[config.mk]
export PLATFORM = sky130hd
export DESIGN_NAME = radsel_top
export DESIGN_NICKNAME = d
export VERILOG_FILES = /design/src/rtl/radsel_pkg.sv /design/src/rtl/radsel_sync.sv /design/src/rtl/radsel_decode.sv /design/src/rtl/radsel_outreg.sv /design/src/rtl/radsel_top.sv
export SDC_FILE = /design/constraint.sdc
export NUM_CORES = 1
export LEC_CHECK = 0
export BUFFER_PORTS_ARGS = -buffer_cell sky130_fd_sc_hd__buf_2
export CORE_AREA = 4 4 41 43
export CTS_CLUSTER_SIZE = 30
export DETAILED_ROUTE_END_ITERATION = 12
export DIE_AREA = 0 0 45 47
export PLACE_DENSITY = 0.55
export SLEW_MARGIN = 20
export SYNTH_ARGS = -nofsm -noshare
export SYNTH_HDL_FRONTEND = slang
export SYNTH_SLANG_ARGS = --single-unit
[constraint.sdc]
create_clock -name clk -period 1.3 [get_ports clk]
set_clock_uncertainty 0.2 [all_clocks]
set_input_delay 0.195 -clock clk [delete_from_list [all_inputs] [get_ports clk]]
set_output_delay 0.195 -clock clk [all_outputs]
set_load 0.005 [all_outputs]
[src/rtl/radsel_pkg.sv]
package radsel_pkg;
  localparam int CTRL_W = 5;

  // active-high view of the host controls after synchronization
  typedef struct packed {
    logic master;
    logic hrate;
    logic mrate;
    logic illum;
    logic mix;
  } ctrl_t;

  // decoded routing decisions
  typedef struct packed {
    logic pick_h;
    logic pick_m;
    logic illum;
    logic mix;
  } route_t;
endpackage

[src/rtl/radsel_sync.sv]
module radsel_sync #(
  parameter int WIDTH     = 5,
  parameter int STAGES    = 2,
  parameter logic [WIDTH-1:0] RST_VAL = '1
) (
  input  logic             clk,
  input  logic             rst_n,
  input  logic [WIDTH-1:0] d,
  output logic [WIDTH-1:0] q
);
  localparam int LAST = STAGES - 1;

  logic [WIDTH-1:0] chain [STAGES];

  generate
    for (genvar s = 0; s < STAGES; s++) begin : g_stage
      if (s == 0) begin : g_first
        always_ff @(posedge clk or negedge rst_n) begin
          if (!rst_n) chain[0] <= RST_VAL;
          else        chain[0] <= d;
        end
      end else begin : g_next
        always_ff @(posedge clk or negedge rst_n) begin
          if (!rst_n) chain[s] <= RST_VAL;
          else        chain[s] <= chain[s-1];
        end
      end
    end
  endgenerate

  assign q = chain[LAST];
endmodule

[src/rtl/radsel_decode.sv]
module radsel_decode
  import radsel_pkg::*;
(
  input  ctrl_t  ctrl,
  output route_t route
);
  always_comb begin
    route        = '0;
    if (ctrl.master) begin
      route.pick_h = ctrl.hrate;
      route.pick_m = ctrl.mrate & ~ctrl.hrate;
      route.illum  = ctrl.illum;
      route.mix    = ctrl.mix;
    end
  end
endmodule

[src/rtl/radsel_outreg.sv]
module radsel_outreg
  import radsel_pkg::*;
(
  input  logic   clk,
  input  logic   rst_n,
  input  route_t route,
  input  logic   hrate_train,
  input  logic   mrate_train,
  input  logic   illum_train,
  output logic   rate_out,
  output logic   illum_out,
  output logic   mix_out
);
  logic rate_pick;

  always_comb begin
    rate_pick = (route.pick_h & hrate_train) | (route.pick_m & mrate_train);
  end

  always_ff @(posedge clk or negedge rst_n) begin
    if (!rst_n) begin
      rate_out  <= 1'b0;
      illum_out <= 1'b0;
      mix_out   <= 1'b0;
    end else begin
      rate_out  <= rate_pick;
      illum_out <= route.illum & illum_train;
      mix_out   <= route.mix & (illum_train | rate_pick);
    end
  end

  p_quiet_when_off_r2: assert property (@(posedge clk) disable iff (!rst_n)
    ($past(route) == '0) |-> (!rate_out && !illum_out && !mix_out));

  p_mix_covers_illum_r7: assert property (@(posedge clk) disable iff (!rst_n)
    $past(route.mix && illum_train) |-> mix_out);

  p_high_wins_r5: assert property (@(posedge clk) disable iff (!rst_n)
    $past(route.pick_h) |-> (rate_out == $past(hrate_train)));

  p_illum_follow_r6: assert property (@(posedge clk) disable iff (!rst_n)
    $past(route.illum) |-> (illum_out == $past(illum_train)));
endmodule

[src/rtl/radsel_top.sv]
module radsel_top
  import radsel_pkg::*;
#(
  parameter int SYNC_STAGES = 2
) (
  input  logic clk,
  input  logic rst_n,
  input  logic pulse_en_n,
  input  logic hrate_req_n,
  input  logic mrate_req_n,
  input  logic illum_req_n,
  input  logic mix_req_n,
  input  logic hrate_train,
  input  logic mrate_train,
  input  logic illum_train,
  output logic rate_out,
  output logic illum_out,
  output logic mix_out
);
  logic [CTRL_W-1:0] raw_n;
  logic [CTRL_W-1:0] sync_n;
  ctrl_t             ctrl;
  route_t            route;

  assign raw_n = {pulse_en_n, hrate_req_n, mrate_req_n, illum_req_n, mix_req_n};

  radsel_sync #(
    .WIDTH  (CTRL_W),
    .STAGES (SYNC_STAGES),
    .RST_VAL({CTRL_W{1'b1}})
  ) u_sync (
    .clk  (clk),
    .rst_n(rst_n),
    .d    (raw_n),
    .q    (sync_n)
  );

  assign ctrl = ctrl_t'(~sync_n);

  radsel_decode u_dec (
    .ctrl (ctrl),
    .route(route)
  );

  radsel_outreg u_out (
    .clk        (clk),
    .rst_n      (rst_n),
    .route      (route),
    .hrate_train(hrate_train),
    .mrate_train(mrate_train),
    .illum_train(illum_train),
    .rate_out   (rate_out),
    .illum_out  (illum_out),
    .mix_out    (mix_out)
  );

  p_single_rate_r5: assert property (@(posedge clk) disable iff (!rst_n)
    $onehot0({route.pick_h, route.pick_m}));

  p_master_gates_r2: assert property (@(posedge clk) disable iff (!rst_n)
    !ctrl.master |-> (route == '0));

  p_rate_idle_r10: assert property (@(posedge clk) disable iff (!rst_n)
    $past(!ctrl.hrate && !ctrl.mrate) |-> !rate_out);
endmodule

# Word-level counts from Yosys, hierarchy flattened
# Index checks and enable logic that the tools add are counted.
# word_totals
reg_bits	13
in_bits	10
elab_cells	15
# op_classes
n_mux	1
bitwise_logic	9
# ops
cell	n
1-bit bitwise AND	5
5-bit inverter	1
4-bit two-way mux	1
1-bit OR	2
1-bit inverter	1

# Logic depth before layout (Yosys ltp)
# logic_depth
depth_word	8
mapped_depth	2
ltp_nobuf	2

# Hierarchy
# From an unflattened synthesis, not the netlist that was laid out.
# unflattened
cells_unflattened	30
hier_area_um2	447.9
# modules_own_cells
module	instances	cells_each	area_per_inst_um2	seq_area_each_um2
radsel_sync	1	15	300.3	262.8
radsel_outreg	1	6	97.6	75.1
radsel_decode	1	4	31.3	0.0
radsel_top	1	5	18.8	0.0

# Worst setup path before layout
# Ideal clock, no wire load.
# synth_path
path_kind	register to register
startpoint	register u_sync.chain (netlist bit u_sync.q[3])
endpoint	register u_out.mix_out
arrival_ps	811
setup_slack_ps	189
stages_incl_launch_ff	3
path_buffers	0
cell_sequence	dfstp_2 -> nand3b_1 -> a311oi_1
# synth_via
elab_chain_len	8
elab_cells_between_ends	9
classes_between	1 x mux; 8 x bitwise
# synth_rtl
element	line_no	rtl
start: declaration	radsel_sync.sv:13	logic [WIDTH-1:0] chain [STAGES];
start signal: indexed assignment	radsel_sync.sv:25	else chain[s] <= chain[s-1];
5-bit inverter *	radsel_top.sv:38	assign ctrl = ctrl_t'(~sync_n);
1-bit inverter	radsel_decode.sv:11	route.pick_m = ctrl.mrate & ~ctrl.hrate;
1-bit bitwise AND	radsel_decode.sv:11	
4-bit two-way mux *	radsel_decode.sv:9	if (ctrl.master) begin
1-bit bitwise AND	radsel_outreg.sv:17	rate_pick = (route.pick_h & hrate_train) | (route.pick_m & mrate_train);
1-bit OR *	radsel_outreg.sv:17	
1-bit OR *	radsel_outreg.sv:28	mix_out <= route.mix & (illum_train | rate_pick);
1-bit bitwise AND *	radsel_outreg.sv:28	
end signal: assignment	radsel_outreg.sv:28	
end: declaration	radsel_outreg.sv:12	output logic mix_out
# Every way passes the cells marked *; elsewhere a longest branch is shown, timed or not.

# Final worst setup path
# Ends and elaborated chain as after synthesis.

==> metrics.csv <==
stage,metric,value,unit
synthesis,synth-seq-cells,13,
timing,timing.slew.headroom,82.29,%
synthesis,yosys-top-cells-count,"dfstp_2, dfrtp_1",
timing,final.setup.tns,0,ns
clock_tree,cts.sinks,13,
detailed_routing,vias_per_cell,3.966,
clock_tree,cts_tree,yes,
synthesis,synth.top_cell.area_share,70.23,%
floorplanning,die_x,45,um
synthesis,syn-cell-area,374.1,um^2
pwr,worst_ir_drop_vdd,467.2,uV
worst_setup_path,crit_path_max_fanout,2,
cells_and_area,syn_to_final_growth,49.50,%
worst_setup_path,r2r-end,u_out.mix_out$_DFF_PN0_,
timing,rsz0062_at_grt,false,
global_routing,antenna_found_initial,0,
timing,setup_viol,0,
timing,max_slew.worst_pin.slew,0.2656,ns
worst_setup_path,endpoint_kind,register,
clock_tree,cts_hold_buf,8,
synthesis,avgSynthCellArea,19.69,um^2
worst_setup_path,crit_arrival,1.16,ns
worst_setup_path,crit_start,u_sync.q[3]$_DFF_PN1_,
cells_and_area,fin_nets,54,
timing,max_freq,0.8400,GHz
detailed_routing,wl_per_cell,9.603,um
global_routing,grt_pass1_wl,890,um
placement,place.gp.congestion,0.5985,
clock_tree,cts-root-buf,clkbuf_4,
clock_tree,ctsLongestPathBuffers,2,
synthesis,synth-main-ff-cell,dfstp_2,
run,drv_cap,0,
worst_setup_path,critPathRequiredTime,1.27,ns
timing,finalCritPeriodShare,91.57,%
pwr,power.leakage,0.2566,nW
synthesis,synth_area_leaders,"dfstp_2, dfrtp_1, a311oi_1, nand3b_1, nand2b_1",
clock_tree,cts_resized,0,
worst_setup_path,critical_path_class,register to register,
clock_tree,htree_levels,1,
worst_setup_path,r2r_setup_slack,0.11,ns
detailed_routing,drc,0,
worst_setup_path,r2r_cells,2,
placement,io_buffers,12,
synthesis,synth-edff-count,0,
detailed_routing,vias,230,
global_routing,top_usage_layer,met2,
clock_tree,cts_buffers,3,
detailed_routing,wl,557,um
synthesis,ys_types,8,
synthesis,yosys_warnings,0,
min_path,hp-start,mrate_train,
synthesis,ys_seq_area_share,90.30,%
floorplanning,io_pins,13,
cells_and_area,drive_above_1_share,58.14,%
timing,setup_slack,0.1096,ns
worst_setup_path,reg2reg_from,u_sync.q[3]$_DFF_PN1_,
clock_tree,clk_latency,0.27,ns
global_routing,grt_max_degree,14,
outcome,outcome,finished clean,
detailed_routing,final_antenna_net_count,0,
detailed_routing,first_pass_iters,1,
global_routing,grt_use_met1,6.921,%
global_routing,grt_pass1_vias,234,
clock_tree,path_clk_slew,0.07,ns
global_routing,track_usage,6.667,%
floorplanning,rows,13,
synthesis,ys_async_sr_fraction,100.0,%
synthesis,synthCells,19,
placement,dp_slack,0.1004,ns
worst_setup_path,start_kind,register,
global_routing,gr-total-overflow,0,
timing,fin_crit,1.190,ns
timing,slew_violations,0,
synthesis,synthesis.nets,29,
floorplanning,core,1301,um^2
global_routing,grt_use_met3,2.299,%
cells_and_area,n_antenna_cell,0,
worst_setup_path,crit_end,u_out.mix_out$_DFF_PN0_,
floorplanning,start_util,28.75,%
floorplanning,dieArea,2115,um^2
clock_tree,cts_setup_buffers,0,
timing,finalHoldViolCount,0,
floorplanning,fp.dieH,47,um
synthesis,yosysMostFrequentCell,dfstp_2,
detailed_routing,drt_iter0_drc,0,
global_routing,grtUsageMet2,9.322,%
min_path,hold_class,input port to register,
synthesis,synth_area_leader_cell,dfstp_2,
pwr,power.density,1307,nW/um^2
-- power by group --
part / switching, mW / internal [mW]
clock: 0.120 / 0.119
combinational: 0.0179 / 0.0314
sequential: 0.00603 / 0.437
-- cell usage in the layout (no fill, tap or decap) --
cell type and instances:
nor3_1 1, clkbuf_1 1, clkbuf_4 3, nand3b_1 1
dfstp_2 10, buf_2 12, dlygate4sd3_1 8, inv_1 1
dfrtp_1 3, a21oi_1 1, a311oi_1 1, nand2b_1 1
-- per-stage QoR --
step                      power [mW]  instances  util [%]  instance area [um^2]  hold slack [ns]
after floorplan               0.4551         19         -                 374.1          -0.3006
after global placement        0.4795         46     34.81                 452.9          -0.1230
after detailed placement      0.4820         46     34.81                 452.9          -0.1145
after CTS                     0.7457         58     42.98                 559.3         0.001821
after global routing          0.7698         58     42.98                 559.3          0.03912
final                         0.7311         58     42.98                 559.3          0.01051
-- flip-flops by register name, indices dropped and copies added, names as in the netlist --
name / flops
u_out.illum_out: 1
u_out.mix_out: 1
u_out.rate_out: 1
u_sync.chain: 5
u_sync.q: 5
-- worst min path at each step --
stage                                            to  slack (ns)  cells after the start
final                      u_out.rate_out$_DFF_PN0_        0.01                      3
after global routing       u_out.rate_out$_DFF_PN0_        0.04                      3
after CTS                  u_out.rate_out$_DFF_PN0_       0.002                      3
after detailed placement   u_out.rate_out$_DFF_PN0_       -0.11                      1
after global placement     u_out.rate_out$_DFF_PN0_       -0.12                      1
after floorplan           u_out.illum_out$_DFF_PN0_       -0.30                      0
-- layer usage --
layer	vias to the layer above	routed length, um
met5	-	0
met4	0	30
met3	3	61
met2	14	249
met1	103	216
li1	110	-
-- critical path, stage by stage (launching register included) --
cell      delay, ns
dfstp_2        0.52
nand3b_1       0.09
a311oi_1       0.28
-- cell families after synthesis --
logic type | after synthesis | share of synthesized area (%)
buffers and inverters | 1 | 1.002
and+or+nand+nor | 3 | 5.017
DFF | 13 | 90.30
AOI/OAI and AO/OA | 2 | 3.678
-- final cells by class --
| type | count | area [um^2] |
|---|---|---|
| Fill cell | 131 | 742.0 |
| Inverter | 1 | 3.754 |
| Multi-Input combinational cell | 5 | 32.53 |
| Sequential cell | 13 | 337.8 |
| Clock buffer | 4 | 26.28 |
| Timing Repair Buffer | 20 | 140.1 |
| Tap cell | 15 | 18.77 |
No activity file was read; power rests on OpenSTA's default activity.
